### src/rtl/xfc_pkg.sv
package xfc_pkg;
   // far-end state as seen by the insert logic
   typedef enum logic {
      RMT_OPEN    = 1'b0,
      RMT_STOPPED = 1'b1
   } remote_e;
endpackage

### src/rtl/xfc_rx_decode.sv
module xfc_rx_decode #(
   parameter int DATA_W     = 8,
   parameter bit XON_ANY_EN = 1'b1
) (
   input  logic              clk,
   input  logic              rst_n,
   input  logic              sw_en,
   input  logic              xon_any,
   input  logic [DATA_W-1:0] xon_char,
   input  logic [DATA_W-1:0] xoff_char,
   input  logic              rx_valid,
   input  logic [DATA_W-1:0] rx_data,
   output logic              tx_hold,
   output logic              rx_discard,
   output logic              xoff_evt
);
   logic any_mode;
   logic hit_off, hit_on, any_go, resume;
   logic hold_q, evt_q;

   generate
      if (XON_ANY_EN) begin : g_any
         assign any_mode = xon_any;
      end else begin : g_no_any
         logic unused_any;
         assign unused_any = xon_any;
         assign any_mode   = 1'b0;
      end
   endgenerate

   always_comb begin
      hit_off = rx_valid && sw_en && (rx_data == xoff_char);
      hit_on  = rx_valid && sw_en && (rx_data == xon_char) && !hit_off;
      any_go  = rx_valid && sw_en && any_mode && hold_q && !hit_off;
      resume  = hold_q && (hit_on || any_go);
      // in any-character mode an unpaused resume char is plain data
      rx_discard = hit_off || (hit_on && !(any_mode && !hold_q));
   end

   always_ff @(posedge clk or negedge rst_n) begin
      if (!rst_n) begin
         hold_q <= 1'b0;
         evt_q  <= 1'b0;
      end else begin
         evt_q <= hit_off;
         if (!sw_en)       hold_q <= 1'b0;
         else if (hit_off) hold_q <= 1'b1;
         else if (resume)  hold_q <= 1'b0;
      end
   end

   assign tx_hold  = hold_q && sw_en;
   assign xoff_evt = evt_q;
endmodule

### src/rtl/xfc_tx_insert.sv
module xfc_tx_insert
   import xfc_pkg::*;
#(
   parameter int DATA_W      = 8,
   parameter int LVL_W       = 7,
   parameter int THR_FIELD_W = 4,
   parameter int SCALE_SH    = 2
) (
   input  logic                     clk,
   input  logic                     rst_n,
   input  logic                     sw_en,
   input  logic [DATA_W-1:0]        xon_char,
   input  logic [DATA_W-1:0]        xoff_char,
   input  logic [2*THR_FIELD_W-1:0] thr,
   input  logic [LVL_W-1:0]         rx_level,
   input  logic                     ins_ack,
   output logic                     ins_req,
   output logic [DATA_W-1:0]        ins_data
);
   localparam int THR_LVL_W = THR_FIELD_W + SCALE_SH;
   localparam int CMP_W     = (LVL_W > THR_LVL_W) ? LVL_W : THR_LVL_W;

   logic [CMP_W-1:0] lvl_c, stop_c, go_c;
   logic             stop_en;
   remote_e          rmt_q;
   logic             req_q;
   logic [DATA_W-1:0] data_q;

   assign lvl_c   = CMP_W'(rx_level);
   assign stop_c  = CMP_W'({thr[THR_FIELD_W-1:0], {SCALE_SH{1'b0}}});
   assign go_c    = CMP_W'({thr[2*THR_FIELD_W-1:THR_FIELD_W], {SCALE_SH{1'b0}}});
   assign stop_en = (thr[THR_FIELD_W-1:0] != '0);

   always_ff @(posedge clk or negedge rst_n) begin
      if (!rst_n) begin
         rmt_q  <= RMT_OPEN;
         req_q  <= 1'b0;
         data_q <= '0;
      end else if (!sw_en) begin
         rmt_q <= RMT_OPEN;
         req_q <= 1'b0;
      end else if (req_q) begin
         if (ins_ack) req_q <= 1'b0;
      end else if (rmt_q == RMT_OPEN) begin
         if (stop_en && (lvl_c >= stop_c)) begin
            req_q  <= 1'b1;
            data_q <= xoff_char;
            rmt_q  <= RMT_STOPPED;
         end
      end else if (lvl_c <= go_c) begin
         req_q  <= 1'b1;
         data_q <= xon_char;
         rmt_q  <= RMT_OPEN;
      end
   end

   assign ins_req  = req_q;
   assign ins_data = data_q;
endmodule

### src/rtl/xonxoff_flow_ctl.sv
module xonxoff_flow_ctl #(
   parameter int DATA_W      = 8,
   parameter int LVL_W       = 7,
   parameter int THR_FIELD_W = 4,
   parameter int SCALE_SH    = 2,
   parameter bit XON_ANY_EN  = 1'b1
) (
   input  logic                     clk,
   input  logic                     rst_n,
   input  logic                     sw_en,
   input  logic                     xon_any,
   input  logic [DATA_W-1:0]        xon_char,
   input  logic [DATA_W-1:0]        xoff_char,
   input  logic [2*THR_FIELD_W-1:0] thr,
   input  logic                     rx_valid,
   input  logic [DATA_W-1:0]        rx_data,
   input  logic [LVL_W-1:0]         rx_level,
   input  logic                     ins_ack,
   output logic                     tx_hold,
   output logic                     ins_req,
   output logic [DATA_W-1:0]        ins_data,
   output logic                     rx_discard,
   output logic                     xoff_evt
);
   generate
      if (DATA_W < 5 || DATA_W > 16) begin : g_bad_data
         $error("xonxoff_flow_ctl: DATA_W out of range");
      end
      if (THR_FIELD_W < 1 || SCALE_SH < 0) begin : g_bad_thr
         $error("xonxoff_flow_ctl: threshold field shape invalid");
      end
      if (LVL_W < THR_FIELD_W + SCALE_SH) begin : g_bad_lvl
         $error("xonxoff_flow_ctl: LVL_W cannot reach the largest threshold");
      end
   endgenerate

   xfc_rx_decode #(
      .DATA_W    (DATA_W),
      .XON_ANY_EN(XON_ANY_EN)
   ) u_rx (
      .clk       (clk),
      .rst_n     (rst_n),
      .sw_en     (sw_en),
      .xon_any   (xon_any),
      .xon_char  (xon_char),
      .xoff_char (xoff_char),
      .rx_valid  (rx_valid),
      .rx_data   (rx_data),
      .tx_hold   (tx_hold),
      .rx_discard(rx_discard),
      .xoff_evt  (xoff_evt)
   );

   xfc_tx_insert #(
      .DATA_W     (DATA_W),
      .LVL_W      (LVL_W),
      .THR_FIELD_W(THR_FIELD_W),
      .SCALE_SH   (SCALE_SH)
   ) u_ins (
      .clk      (clk),
      .rst_n    (rst_n),
      .sw_en    (sw_en),
      .xon_char (xon_char),
      .xoff_char(xoff_char),
      .thr      (thr),
      .rx_level (rx_level),
      .ins_ack  (ins_ack),
      .ins_req  (ins_req),
      .ins_data (ins_data)
   );
endmodule

### config.mk
export PLATFORM = sky130hd
export DESIGN_NAME = xonxoff_flow_ctl
export DESIGN_NICKNAME = d
export VERILOG_FILES = /design/src/rtl/xfc_pkg.sv /design/src/rtl/xfc_rx_decode.sv /design/src/rtl/xfc_tx_insert.sv /design/src/rtl/xonxoff_flow_ctl.sv
export SDC_FILE = /design/constraint.sdc
export NUM_CORES = 1
export LEC_CHECK = 0
export ABC_AREA = 1
export ABC_CLOCK_PERIOD_IN_PS = 2700
export BUFFER_PORTS_ARGS = -buffer_cell sky130_fd_sc_hd__buf_2
export CORE_MARGIN = 2
export CORE_UTILIZATION = 49
export DETAILED_ROUTE_END_ITERATION = 7
export PLACE_DENSITY = 0.83
export SLEW_MARGIN = 20
export SYNTH_ARGS = -nofsm -noshare
export SYNTH_HDL_FRONTEND = slang
export SYNTH_SLANG_ARGS = --single-unit
### constraint.sdc
create_clock -name clk -period 2.7 [get_ports clk]
set_input_delay 0.27 -clock clk [delete_from_list [all_inputs] [get_ports clk]]
set_output_delay 0.27 -clock clk [all_outputs]
set_load 0.01 [all_outputs]
After elaboration in Yosys (flattened, before gate mapping)
Cells that the tools add are included.
Widths: inputs -> output; s select.
{ "totals": {"wordCells": 49, "reg_bits": 12, "inputBits": 45} }
{ "op_classes": {"bitwise_logic": 1, "eq_ne": 5, "mux": 16, "n_lt_le_gt_ge": 2, "n_reduce_logical": 20} }
{ "op_table": {"columns": ["operator", "count"], "rows": [
  ["$mux 8", 3],
  ["$eq 8x8->1", 2],
  ["$mux 1", 13],
  ["$logic_and 1x1->1", 12],
  ["$ge 7x6->1", 1],
  ["$le 7x6->1", 1],
  ["$ne 2x2->1 const B", 2],
  ["$reduce_and 4->1", 1],
  ["$reduce_bool 4->1", 1],
  ["$logic_not 1->1", 3],
  ["$ne 3x1->1 const B", 1],
  ["$logic_or 1x1->1", 2],
  ["$reduce_bool 2->1", 1],
  ["$not 1->1", 1]
]} }

Longest topological paths before layout
Gate-level depths: netlist of run 1.
{ "logic_depth": {"ltp_word": 9, "ltp_mapped": 12, "depth_no_buf": 12} }

Hierarchy
From an unflattened synthesis of run 1, not the netlist that was laid out.
{ "unflattened": {"cells_unflattened": 213, "hier_area_um2": 1298.7} }
{ "by_module_without_submodules": {"columns": ["mod", "cells_each", "seq_area_each_um2", "area_per_inst_um2", "instances"], "rows": [
  ["xfc_tx_insert", 128, 250.2, 870.8, 1],
  ["xfc_rx_decode", 85, 50.0, 427.9, 1]
]} }

Worst setup path before layout of run 1
No wires, ideal clock.
{ "synth_timing": {"path_kind": "input -> register", "startpoint": "input port thr[7]", "endpoint": "register u_ins.data_q[0], in the netlist u_ins.ins_data[0]", "slack_ns": 1.274, "arrival_ns": 1.308, "cell_stages": 12, "setup_time_ns": 0.118, "cell_sequence": "inv_1 > ha_1 > nand2_1 > nor2_1 > nor2_2 > nand2_1 > nand3_2 > nand2_2 > inv_4 > nand3_4 > nand2_1 > nand2_1"} }
{ "synth_between": {"elab_chain_len": 3} }
{ "synth_lines": {"columns": ["element", "line_no", "source"], "rows": [
  ["start: declaration", "xonxoff_flow_ctl.sv:14", "input logic [2*THR_FIELD_W-1:0] thr,"],
  ["$le 7x6->1", "xfc_tx_insert.sv:50", "end else if (lvl_c <= go_c) begin"],
  ["$ne 2x2->1 (no line)", null, null],
  ["$reduce_and 4->1 (no line)", null, null],
  ["end signal: assignment", "xfc_tx_insert.sv:47", "data_q <= xoff_char;"],
  ["end signal: assignment", "xfc_tx_insert.sv:52", "data_q <= xon_char;"],
  ["end: declaration", "xfc_tx_insert.sv:27", "logic [DATA_W-1:0] data_q;"]
]} }
Every way passes these cells.
A chain may end at the register's enable or synchronous reset.

Worst setup path in the final report of run 1
{ "layout_timing": {"startpoint": "input port sw_en", "endpoint": "output port rx_discard"} }
{ "layout_between": {"elab_chain_len": 6, "word_cells_on_any_way": 7, "cone_classes": "reduce/logical (7)"} }
{ "layout_lines": {"columns": ["element", "line_no", "source"], "rows": [
  ["start: declaration", "xonxoff_flow_ctl.sv:10", "input logic sw_en,"],
  ["$logic_and 1x1->1 (*)", "xfc_rx_decode.sv:32, xfc_rx_decode.sv:33", null],
  ["$logic_and 1x1->1", "xfc_rx_decode.sv:32", "hit_off = rx_valid && sw_en && (rx_data == xoff_char);"],
  ["$logic_not 1->1", "xfc_rx_decode.sv:33", "hit_on = rx_valid && sw_en && (rx_data == xon_char) && !hit_off;"],
  ["$logic_and 1x1->1", "xfc_rx_decode.sv:33", null],
  ["$logic_and 1x1->1", "xfc_rx_decode.sv:37", "rx_discard = hit_off || (hit_on && !(any_mode && !hold_q));"],
  ["$logic_or 1x1->1 (*)", "xfc_rx_decode.sv:37", null],
  ["end: declaration", "xonxoff_flow_ctl.sv:22", "output logic rx_discard,"]
]} }
Mark *: on every way between the ends. The rest lies on a longest branch, timed or not.

==> results.json, run 1 <==
{
  "insertedDiodeCount": 0,
  "initial_core_util_pct": 51.6,
  "cts_buffers": 3,
  "final_cell_mix": "56 x buf_2, 54 x nand2_1, 29 x inv_1",
  "seq_area_um2": 300,
  "hp-class": "in2reg",
  "synth_seq_cells": 12,
  "dr.pass1.iters": 4,
  "vdd_ir_drop_max_uv": 329,
  "overflow": 0,
  "powerDensity_mw_per_mm2": 498,
  "cp_slowest_stage_delay_ns": 0.28,
  "dp_hpwl_mm": 2.20,
  "timing.slew.headroom_pct": 74.9,
  "port_buffers": 56,
  "cts_max_level": 1,
  "setup_viol": 0,
  "ios": 57,
  "hold_viol": 0,
  "clk_pin_slew_ns": 0.07,
  "synth_top_area_share_pct": 26.6,
  "reg2reg_to": "u_ins.ins_data[1]",
  "placed_area_mm2": 0.00144,
  "tns_ns": 0,
  "synth_top_area_cell": "dfrtp_1",
  "syn_nets": 225,
  "min_period_ns": 1.58,
  "synth.area.top_cells": "dfrtp_1 27%, nand2_1 18%, inv_1 9.6%",
  "fin_area_mm2": 0.00149,
  "reg2reg_depth": 5,
  "ys_warn_count": 0,
  "tritoncts": "built",
  "end_kind": "output port",
  "min_to": "u_ins.ins_req",
  "drc": 0,
  "fin_crit_sh_pct": 58.4,
  "maxCapViolCount": 0,
  "die_w_um": 52.0,
  "ys_types": 28,
  "final_antenna_net_count": 0,
  "multi_input_area_um2": 707,
  "r2r-start": "u_ins.rmt_q",
  "clkLatencyLatePin_ns": 0.26,
  "wl_per_cell_um": 9.63,
  "status": "completed",
  "nNetsFinal": 286,
  "path_max_fanout": 5,
  "drt_iter0_drc": 17,
  "crit_chain": "buf_2 -> nand2_1 -> a21oi_1 -> o221ai_1 -> nor3_1 -> nand3_1 -> nand2_1 -> buf_2",
  "grt_antenna_before_repair": 0,
  "hp-start": "ins_ack",
  "crit_type": "in2out",
  "area_growth_pct": 31.7,
  "hold_depth": 2,
  "cts_buffer_depth": 2,
  "final_max_slew_viol_count": 0,
  "vias_per_cell": 4.74,
  "cts-root-buf": "clkbuf_4",
  "grt_pass1_wl_mm": 4.40,
  "p_leak_uw": 0.000919,
  "cp.arrival_ns": 1.31,
  "synth_area_mm2": 0.00113,
  "finalWeightedCongestion": 0.855,
  "die_h_um": 52.0,
  "required_ns": 2.43,
  "wirelength_mm": 2.51,
  "clock_sinks": 12,
  "rsz0062_at_grt": "no",
  "fp-row-count": 17,
  "vias": 1232,
  "fmax_mhz": 635,
  "crit_path_start_kind": "input port",
  "track_usage_pct": 21.1,
  "layout_commonest_cell": "buf_2",
  "n_fill_cell": 218,
  "skew_ns": 0.00192,
  "syn_inst": 172,
  "post_cts_buffers": 0,
  "seq_area_frac_synth_pct": 26.6,
  "coreArea_mm2": 0.00219,
  "synth.avg_cell_area_um2": 6.57,
  "tightest_slew_ns": 0.377,
  "drive_gt1_share_pct": 32.3,
  "critPathSlowestCell": "nor3_1",
  "dieArea_mm2": 0.00271,
  "grt_pass1_vias": 1139,
  "grt_max_degree": 15,
  "r2r_slack_ns": 1.36
}
## Yosys cell counts
| cell type | instances |
|---|---|
| or2_2 | 3 |
| clkbuf_1 | 1 |
| nand2_1 | 54 |
| a21boi_0 | 1 |
| o21bai_1 | 1 |
| nor3_1 | 2 |
| o21ai_0 | 9 |
| xnor2_1 | 2 |
| a21oi_1 | 4 |
| o21ai_2 | 1 |
| dfrtp_1 | 12 |
| clkinv_1 | 1 |
| o221ai_1 | 1 |
| nor2_1 | 11 |
| inv_1 | 29 |
| ha_1 | 8 |
| nand3b_2 | 1 |
| inv_4 | 1 |
| nand2_2 | 3 |
| nand3_4 | 1 |
| nand2_4 | 1 |
| o211ai_1 | 1 |
| nand3_1 | 5 |
| nand3_2 | 1 |
| nand4_1 | 11 |
| o22ai_1 | 2 |
| xor2_1 | 2 |
| nor2_2 | 3 |
## state kept, by name (all words and copies together) (netlist names)
name,cells
u_ins.rmt_q,1
u_rx.hold_q,1
u_rx.xoff_evt,1
u_ins.ins_req,1
u_ins.ins_data,8
## metal layers
layer	part of all wire (%)	up-vias	global-route usage, %	wire length (µm)
met5	0	-	0	0
met4	0.88	0	7.02	22
met3	5.7	2	1.72	144
met2	45	50	34.2	1130
met1	48	504	29.5	1210
li1	-	676	-	-
## through the flow
step	total power [µW]	cells	hold WS (ns)	worst slack, ns	util (%)
after global routing	812	260	0.162	0.984	67.9
after global placement	602	255	0.152	1.12	65.8
after floorplan	472	172	-0.0256	1.27	-
after CTS	744	260	0.179	1.13	67.9
final	741	260	0.173	1.12	67.9
after detailed placement	608	255	0.154	1.08	65.8
## final cells by class
class / count / area share, %
clock buffers: 4 / 2.44
inverters: 31 / 7.99
multi-input cells: 128 / 47.5
flip-flops and latches: 12 / 20.2
well taps: 28 / 2.35
repair buffers: 57 / 19.5
## critical path: cells and delay by family
kind / cells / cell delay (ns)
simple gates: 4 / 0.54
compound gates: 2 / 0.22
buf+inv: 2 / 0.26
## where the power goes
group	total [µW]	internal [µW]	switching (µW)
logic	320	135	185
clock network	137	81.8	55.6
registers	284	241	42.7
total	741	458	283
## logic make-up after synthesis
family / after synthesis / share of synthesized area (%)
simple gates: 96 / 40.2
compound gates: 20 / 10.4
buf+inv: 32 / 10.9
xor+xnor: 4 / 3.10
fa+ha+maj: 8 / 8.86
flops: 12 / 26.6
## timing repair
| item | in CTS | in global routing |
|---|---|---|
| endpoints found under the hold margin | 12 | 0 |
| resized for setup | 0 | 0 |
| hold buffers | 1 | 0 |
## how the worst max path moves through the flow
stage | start | endpoint | slack, ns
2_1_floorplan | thr[7] | u_ins.ins_data[0] | 1.27
3_3_place_gp | thr[7] | u_ins.ins_data[0] | 1.12
3_5_place_dp | thr[7] | u_ins.ins_data[1] | 1.08
4_1_cts | sw_en | rx_discard | 1.13
5_1_grt | sw_en | rx_discard | 0.98
6_report | sw_en | rx_discard | 1.12
No activity file was read; power rests on OpenSTA's default activity.
==> inputs of run 2 (changes only) <==
--- a/config.mk
+++ b/config.mk
@@ -6,12 +6,12 @@
 export NUM_CORES = 1
 export LEC_CHECK = 0
 export ABC_AREA = 1
-export ABC_CLOCK_PERIOD_IN_PS = 2700
+export ABC_CLOCK_PERIOD_IN_PS = 1630
 export BUFFER_PORTS_ARGS = -buffer_cell sky130_fd_sc_hd__buf_2
 export CORE_MARGIN = 2
-export CORE_UTILIZATION = 49
+export CORE_UTILIZATION = 45
 export DETAILED_ROUTE_END_ITERATION = 7
-export PLACE_DENSITY = 0.83
+export PLACE_DENSITY = 0.77
 export SLEW_MARGIN = 20
 export SYNTH_ARGS = -nofsm -noshare
 export SYNTH_HDL_FRONTEND = slang
==> constraint.sdc (replaced) <==
create_clock -name clk -period 1.63 [get_ports clk]
set_input_delay 0.163 -clock clk [delete_from_list [all_inputs] [get_ports clk]]
set_output_delay 0.163 -clock clk [all_outputs]
set_load 0.01 [all_outputs]
==> results.json, run 2 (synthesis results as in run 1) <==
{
  "status": "completed",
  "area_growth_pct": 31.3,
  "rsz0062_at_grt": "no",
  "place_inst": 258,
  "tightest_slew_ns": 0.318,
  "grt_antenna_before_repair": 0,
  "skew_ns": 0.00441,
  "overflow": 0,
  "cp_top_family": "simple AND/OR/NAND/NOR gates",
  "worst_slack_ns": 0.264,
  "top_usage_layer": "met2",
  "cts_buffers": 3,
  "min_period_ns": 1.37,
  "insertedDiodeCount": 0,
  "final_max_slew_viol_count": 0,
  "clk_pin_slew_ns": 0.06,
  "timing.slew.headroom_pct": 78.6,
  "tritoncts": "built",
  "vias_per_cell": 4.68,
  "grt_max_degree": 13,
  "wl_per_cell_um": 9.46,
  "cts-root-buf": "clkbuf_4",
  "finalWeightedCongestion": 0.776,
  "met3_usage_pct": 2.50,
  "cts_max_level": 1,
  "place_ws_ns": 0.132,
  "gr-usage-met1_pct": 23.7,
  "crit_chain": "buf_2 -> nand2_1 -> a21oi_1 -> o221ai_1 -> nor3_1 -> nand3_1 -> nand2_1 -> buf_2",
  "clock_sinks": 12,
  "fp-row-count": 18,
  "path_max_fanout": 5,
  "crit_type": "in2out",
  "final_cell_mix": "56 x buf_2, 54 x nand2_1, 29 x inv_1",
  "use_met2_pct": 34.1,
  "dp_hpwl_mm": 2.18,
  "drc": 0,
  "cp.buffers_inverters": 2,
  "drive_gt1_share_pct": 32.3,
  "hp-class": "in2reg",
  "comb_power_share_pct": 46.6,
  "post_cts_buffers": 0,
  "switching_share_pct": 39.2,
  "maxCapViolCount": 0,
  "r2r-start": "u_ins.rmt_q",
  "fin_util_pct": 61.0,
  "grt_pass1_vias": 1072,
  "coreArea_mm2": 0.00243,
  "drt_iter0_drc": 28,
  "dieArea_mm2": 0.00293,
  "largest_reg_flops": 8,
  "final_antenna_net_count": 0,
  "die_h_um": 54.1,
  "powerDensity_mw_per_mm2": 793,
  "cts_buffer_depth": 2,
  "end_kind": "output port",
  "dr.pass1.iters": 4,
  "wirelength_mm": 2.48,
  "clkLatencyLatePin_ns": 0.27,
  "p_leak_uw": 0.000917,
  "fin_crit_sh_pct": 83.8,
  "clkPwrFrac_pct": 14.8,
  "grt_pass1_wl_mm": 4.13,
  "nNetsFinal": 287,
  "initial_core_util_pct": 46.5,
  "die_w_um": 54.1,
  "cp.arrival_ns": 1.20,
  "hp-start": "ins_ack",
  "critPathSlowestCell": "nor3_1",
  "required_ns": 1.47,
  "cp-startpoint": "sw_en",
  "vias": 1226,
  "tns_ns": 0,
  "p_seq_share_pct": 38.6,
  "ios": 57,
  "crit_path_start_kind": "input port",
  "layout_commonest_cell": "buf_2",
  "hold_viol": 0,
  "p_int_uw": 715,
  "cp_slowest_stage_delay_ns": 0.27,
  "vdd_ir_drop_max_uv": 606,
  "port_buffers": 56,
  "finalNonFillerCells": 262,
  "fmax_mhz": 732,
  "track_usage_pct": 18.8,
  "setup_viol": 0,
  "power.switching_uw": 461
}
run 2: stage by stage:
| stage | instance area, µm² | total power, µW | hold slack, ns |
|---|---|---|---|
| floorplan | 1130 | 782 | -0.133 |
| global placement | 1450 | 1010 | 0.0465 |
| detailed placement | 1450 | 1010 | 0.0486 |
| CTS | 1480 | 1190 | 0.0788 |
| global route | 1480 | 1290 | 0.0831 |
| finish | 1480 | 1180 | 0.0784 |
run 2: power groups by stage:
stage               Clock, µW  Sequential, µW  Combinational [µW]
CTS                       177             456                 553
global route              184             468                 638
floorplan                   0             508                 274
detailed placement          0             461                 551
global placement            0             464                 545
finish                    174             454                 548
run 2: area by class of cell:
cell class / count / area, µm²
repair buffers: 58 / 298
clock buffers: 3 / 22.5
multi-input cells: 128 / 707
fillers: 252 / 948
well taps: 30 / 37.5
flip-flops and latches: 12 / 300
inverters: 31 / 119
run 2: what timing repair did:
action	CTS	global route
endpoints found under the hold margin	12	0
hold buffers	1	0
gates resized for setup	0	0
run 2: worst paths after layout:
check / cells past startpoint / endpoint / slack, ns
min in group asynchronous: 2 / u_ins.ins_data[3] / 0.29
min: 2 / u_ins.ins_req / 0.08
min reg2reg: 2 / u_ins.ins_data[3] / 0.47
max: 8 / rx_discard / 0.26
max reg2reg: 4 / u_ins.ins_data[0] / 0.49
max in group asynchronous: 2 / u_rx.xoff_evt / 1.13
run 2: per-layer routing:
metal	vias up	wire length [µm]
li1	675	-
met1	512	1150
met2	37	1190
met3	2	132
met4	0	10
met5	-	0
run 2: worst register-to-register path, cell delays in order (launching register included):
cell	delay [ns]
dfrtp_1	0.41
buf_4	0.18
o21ai_0	0.27
nand4_1	0.14
nand2_1	0.08
==> inputs of run 3 (changes only) <==
--- a/config.mk
+++ b/config.mk
@@ -5,13 +5,13 @@
 export SDC_FILE = /design/constraint.sdc
 export NUM_CORES = 1
 export LEC_CHECK = 0
-export ABC_AREA = 1
-export ABC_CLOCK_PERIOD_IN_PS = 1630
+export ABC_AREA = 0
+export ABC_CLOCK_PERIOD_IN_PS = 1230
 export BUFFER_PORTS_ARGS = -buffer_cell sky130_fd_sc_hd__buf_2
 export CORE_MARGIN = 2
-export CORE_UTILIZATION = 45
+export CORE_UTILIZATION = 39
 export DETAILED_ROUTE_END_ITERATION = 7
-export PLACE_DENSITY = 0.77
+export PLACE_DENSITY = 0.73
 export SLEW_MARGIN = 20
 export SYNTH_ARGS = -nofsm -noshare
 export SYNTH_HDL_FRONTEND = slang
==> constraint.sdc (replaced) <==
create_clock -name clk -period 1.23 [get_ports clk]
set_input_delay 0.123 -clock clk [delete_from_list [all_inputs] [get_ports clk]]
set_output_delay 0.123 -clock clk [all_outputs]
set_load 0.01 [all_outputs]
==> results.json, run 3 <==
{
  "finalWeightedCongestion": 0.806,
  "clock_sinks": 12,
  "timing.slew.headroom_pct": 77.2,
  "setup_viol": 10,
  "synth_area_mm2": 0.00101,
  "cts-root-buf": "clkbuf_4",
  "drc": 0,
  "grt_antenna_before_repair": 0,
  "fin_area_mm2": 0.00175,
  "drive_gt1_share_pct": 72.1,
  "tightest_slew_ns": 0.340,
  "hp-class": "in2reg",
  "cp.arrival_ns": 1.69,
  "final_cell_mix": "44 x buf_2, 12 x dfrtp_1, 9 x xnor2_2, 9 x buf_6",
  "powerDensity_mw_per_mm2": 1070,
  "vias_per_cell": 5.13,
  "synth_enable_flop_cells": 0,
  "synth_top_area_share_pct": 29.7,
  "die_h_um": 54.9,
  "grt_max_degree": 13,
  "layout_commonest_cell": "buf_2",
  "crit_type": "in2reg",
  "wl_per_cell_um": 14.4,
  "largest_reg_flops": 8,
  "fin_crit_sh_pct": 124,
  "fp-row-count": 18,
  "hold_viol": 0,
  "status": "finished with violations",
  "track_usage_pct": 20.4,
  "clk_pin_slew_ns": 0.08,
  "rsz0062_at_grt": "yes",
  "worst_slack_ns": -0.298,
  "port_buffers": 56,
  "yosysMostFrequentCell": "mux2_2",
  "crit_path_start_kind": "input port",
  "tritoncts": "built",
  "dr.pass1.iters": 2,
  "ios": 57,
  "final_antenna_net_count": 0,
  "synth_top_area_cell": "dfrtp_1",
  "wirelength_mm": 2.80,
  "overflow": 0,
  "placed_area_mm2": 0.00151,
  "clkLatencyLatePin_ns": 0.28,
  "syn_inst": 98,
  "p_leak_uw": 0.000848,
  "grt_pass1_wl_mm": 4.29,
  "required_ns": 1.39,
  "dieArea_mm2": 0.00302,
  "synth.top_cells.by_count": "16 x mux2_2, 14 x xnor2_1, 12 x dfrtp_1",
  "skew_ns": 0.00135,
  "synth_seq_cells": 12,
  "die_w_um": 54.9,
  "maxCapViolCount": 0,
  "min_period_ns": 1.53,
  "coreArea_mm2": 0.00248,
  "fmax_mhz": 654,
  "dp_hpwl_mm": 2.27,
  "fin_hold_ws_ns": 0.126,
  "grt_pass1_vias": 1003,
  "cts_buffers": 3,
  "vias": 1000,
  "cts_max_level": 1,
  "total_power_uw": 1860,
  "seq_area_frac_synth_pct": 29.7,
  "place_ws_ns": -0.662,
  "end_kind": "register",
  "synth_ff_type": "dfrtp_1",
  "drt_iter0_drc": 9,
  "ys_warn_count": 0,
  "cts_buffer_depth": 2,
  "synth.avg_cell_area_um2": 10.3,
  "area_growth_pct": 72.6,
  "initial_core_util_pct": 40.9,
  "synth.area.top_cells": "dfrtp_1 30%, mux2_2 18%, xnor2_1 12%",
  "nNetsFinal": 219,
  "ys_types": 27,
  "path_max_fanout": 8,
  "vdd_ir_drop_max_uv": 780,
  "final_max_slew_viol_count": 0,
  "violations": "setup timing",
  "async_reset_ff_share_pct": 100,
  "syn_nets": 151,
  "insertedDiodeCount": 0
}
==> run 3: cell types whose count changed after synthesis, sizes merged, moves of 3 or more <==
cell | previous run | this run
nand2 | 58 | 5
or2 | 3 | 0
nor2 | 14 | 3
xnor2 | 2 | 14
inv | 30 | 11
o21ai | 10 | 1
mux2 | 0 | 16
nand4 | 11 | 4
nand3 | 7 | 3
==> run 3: stage by stage <==
step	instances	TNS, ns	util [%]
3_3_place_gp	190	-5.77	60.9
3_5_place_dp	190	-6.64	60.9
5_1_grt	195	-2.89	70.5
2_1_floorplan	98	-3.68	-
6_report	195	-2.62	70.5
4_1_cts	195	-2.86	67.6
==> run 3: metal layers <==
metal / up-vias / part of all wire [%] / GRT usage, %
met4: 0 / 1.5 / 5.28
met1: 470 / 35 / 22.2
met3: 7 / 6.3 / 4.84
met5: - / 0 / 0
li1: 480 / - / -
met2: 43 / 57 / 39.1
==> run 3: kinds of logic after synthesis <==
kind of cell,after synthesis,share of synthesized area [%]
compound gates,10,11.2
xor+xnor,16,13.8
fa+ha+maj,8,9.89
buf+inv,12,4.57
flops,12,29.7
mux,16,17.8
simple gates,24,13.0
==> run 3: layout make-up <==
cell class | count | area (µm²)
Multi-Input combinational cell | 74 | 890
Fill cell | 206 | 731
Timing Repair Buffer | 64 | 434
Sequential cell | 12 | 300
Inverter | 11 | 48.8
Tap cell | 30 | 37.5
Clock buffer | 4 | 36.3
==> run 3: power breakdown <==
part | internal [µW] | switching [µW]
Sequential | 523 | 89.8
Clock | 180 | 138
Combinational | 557 | 376
==> run 3: what timing repair did <==
item                       4_1_cts  5_1_grt
pin swaps                       16       11
resized for setup               23       19
hold endpoints to repair        12        0
hold buffers                     1        0
setup endpoints to repair       11       11
setup buffers                    1        1
==> run 3: critical path: stages <==
cell      delay (ns)
buf_8           0.10
ha_4            0.25
a21oi_4         0.13
a21boi_2        0.08
o41ai_4         0.43
o22ai_4         0.12
buf_12          0.16
mux2_4          0.29
==> run 3: final timing paths <==
kind	start	to	slack [ns]	cells after the start
max in group asynchronous	rst_n	u_ins.rmt_q	0.76	2
setup / recovery	rx_level[4]	u_ins.ins_data[7]	-0.30	8
setup reg to reg	u_ins.ins_req	u_ins.ins_data[7]	-0.22	5
hold / removal	xon_any	u_rx.hold_q	0.13	4
hold reg to reg	u_ins.ins_data[2]	u_ins.ins_data[2]	0.52	1
min in group asynchronous	rst_n	u_ins.ins_data[3]	0.25	2
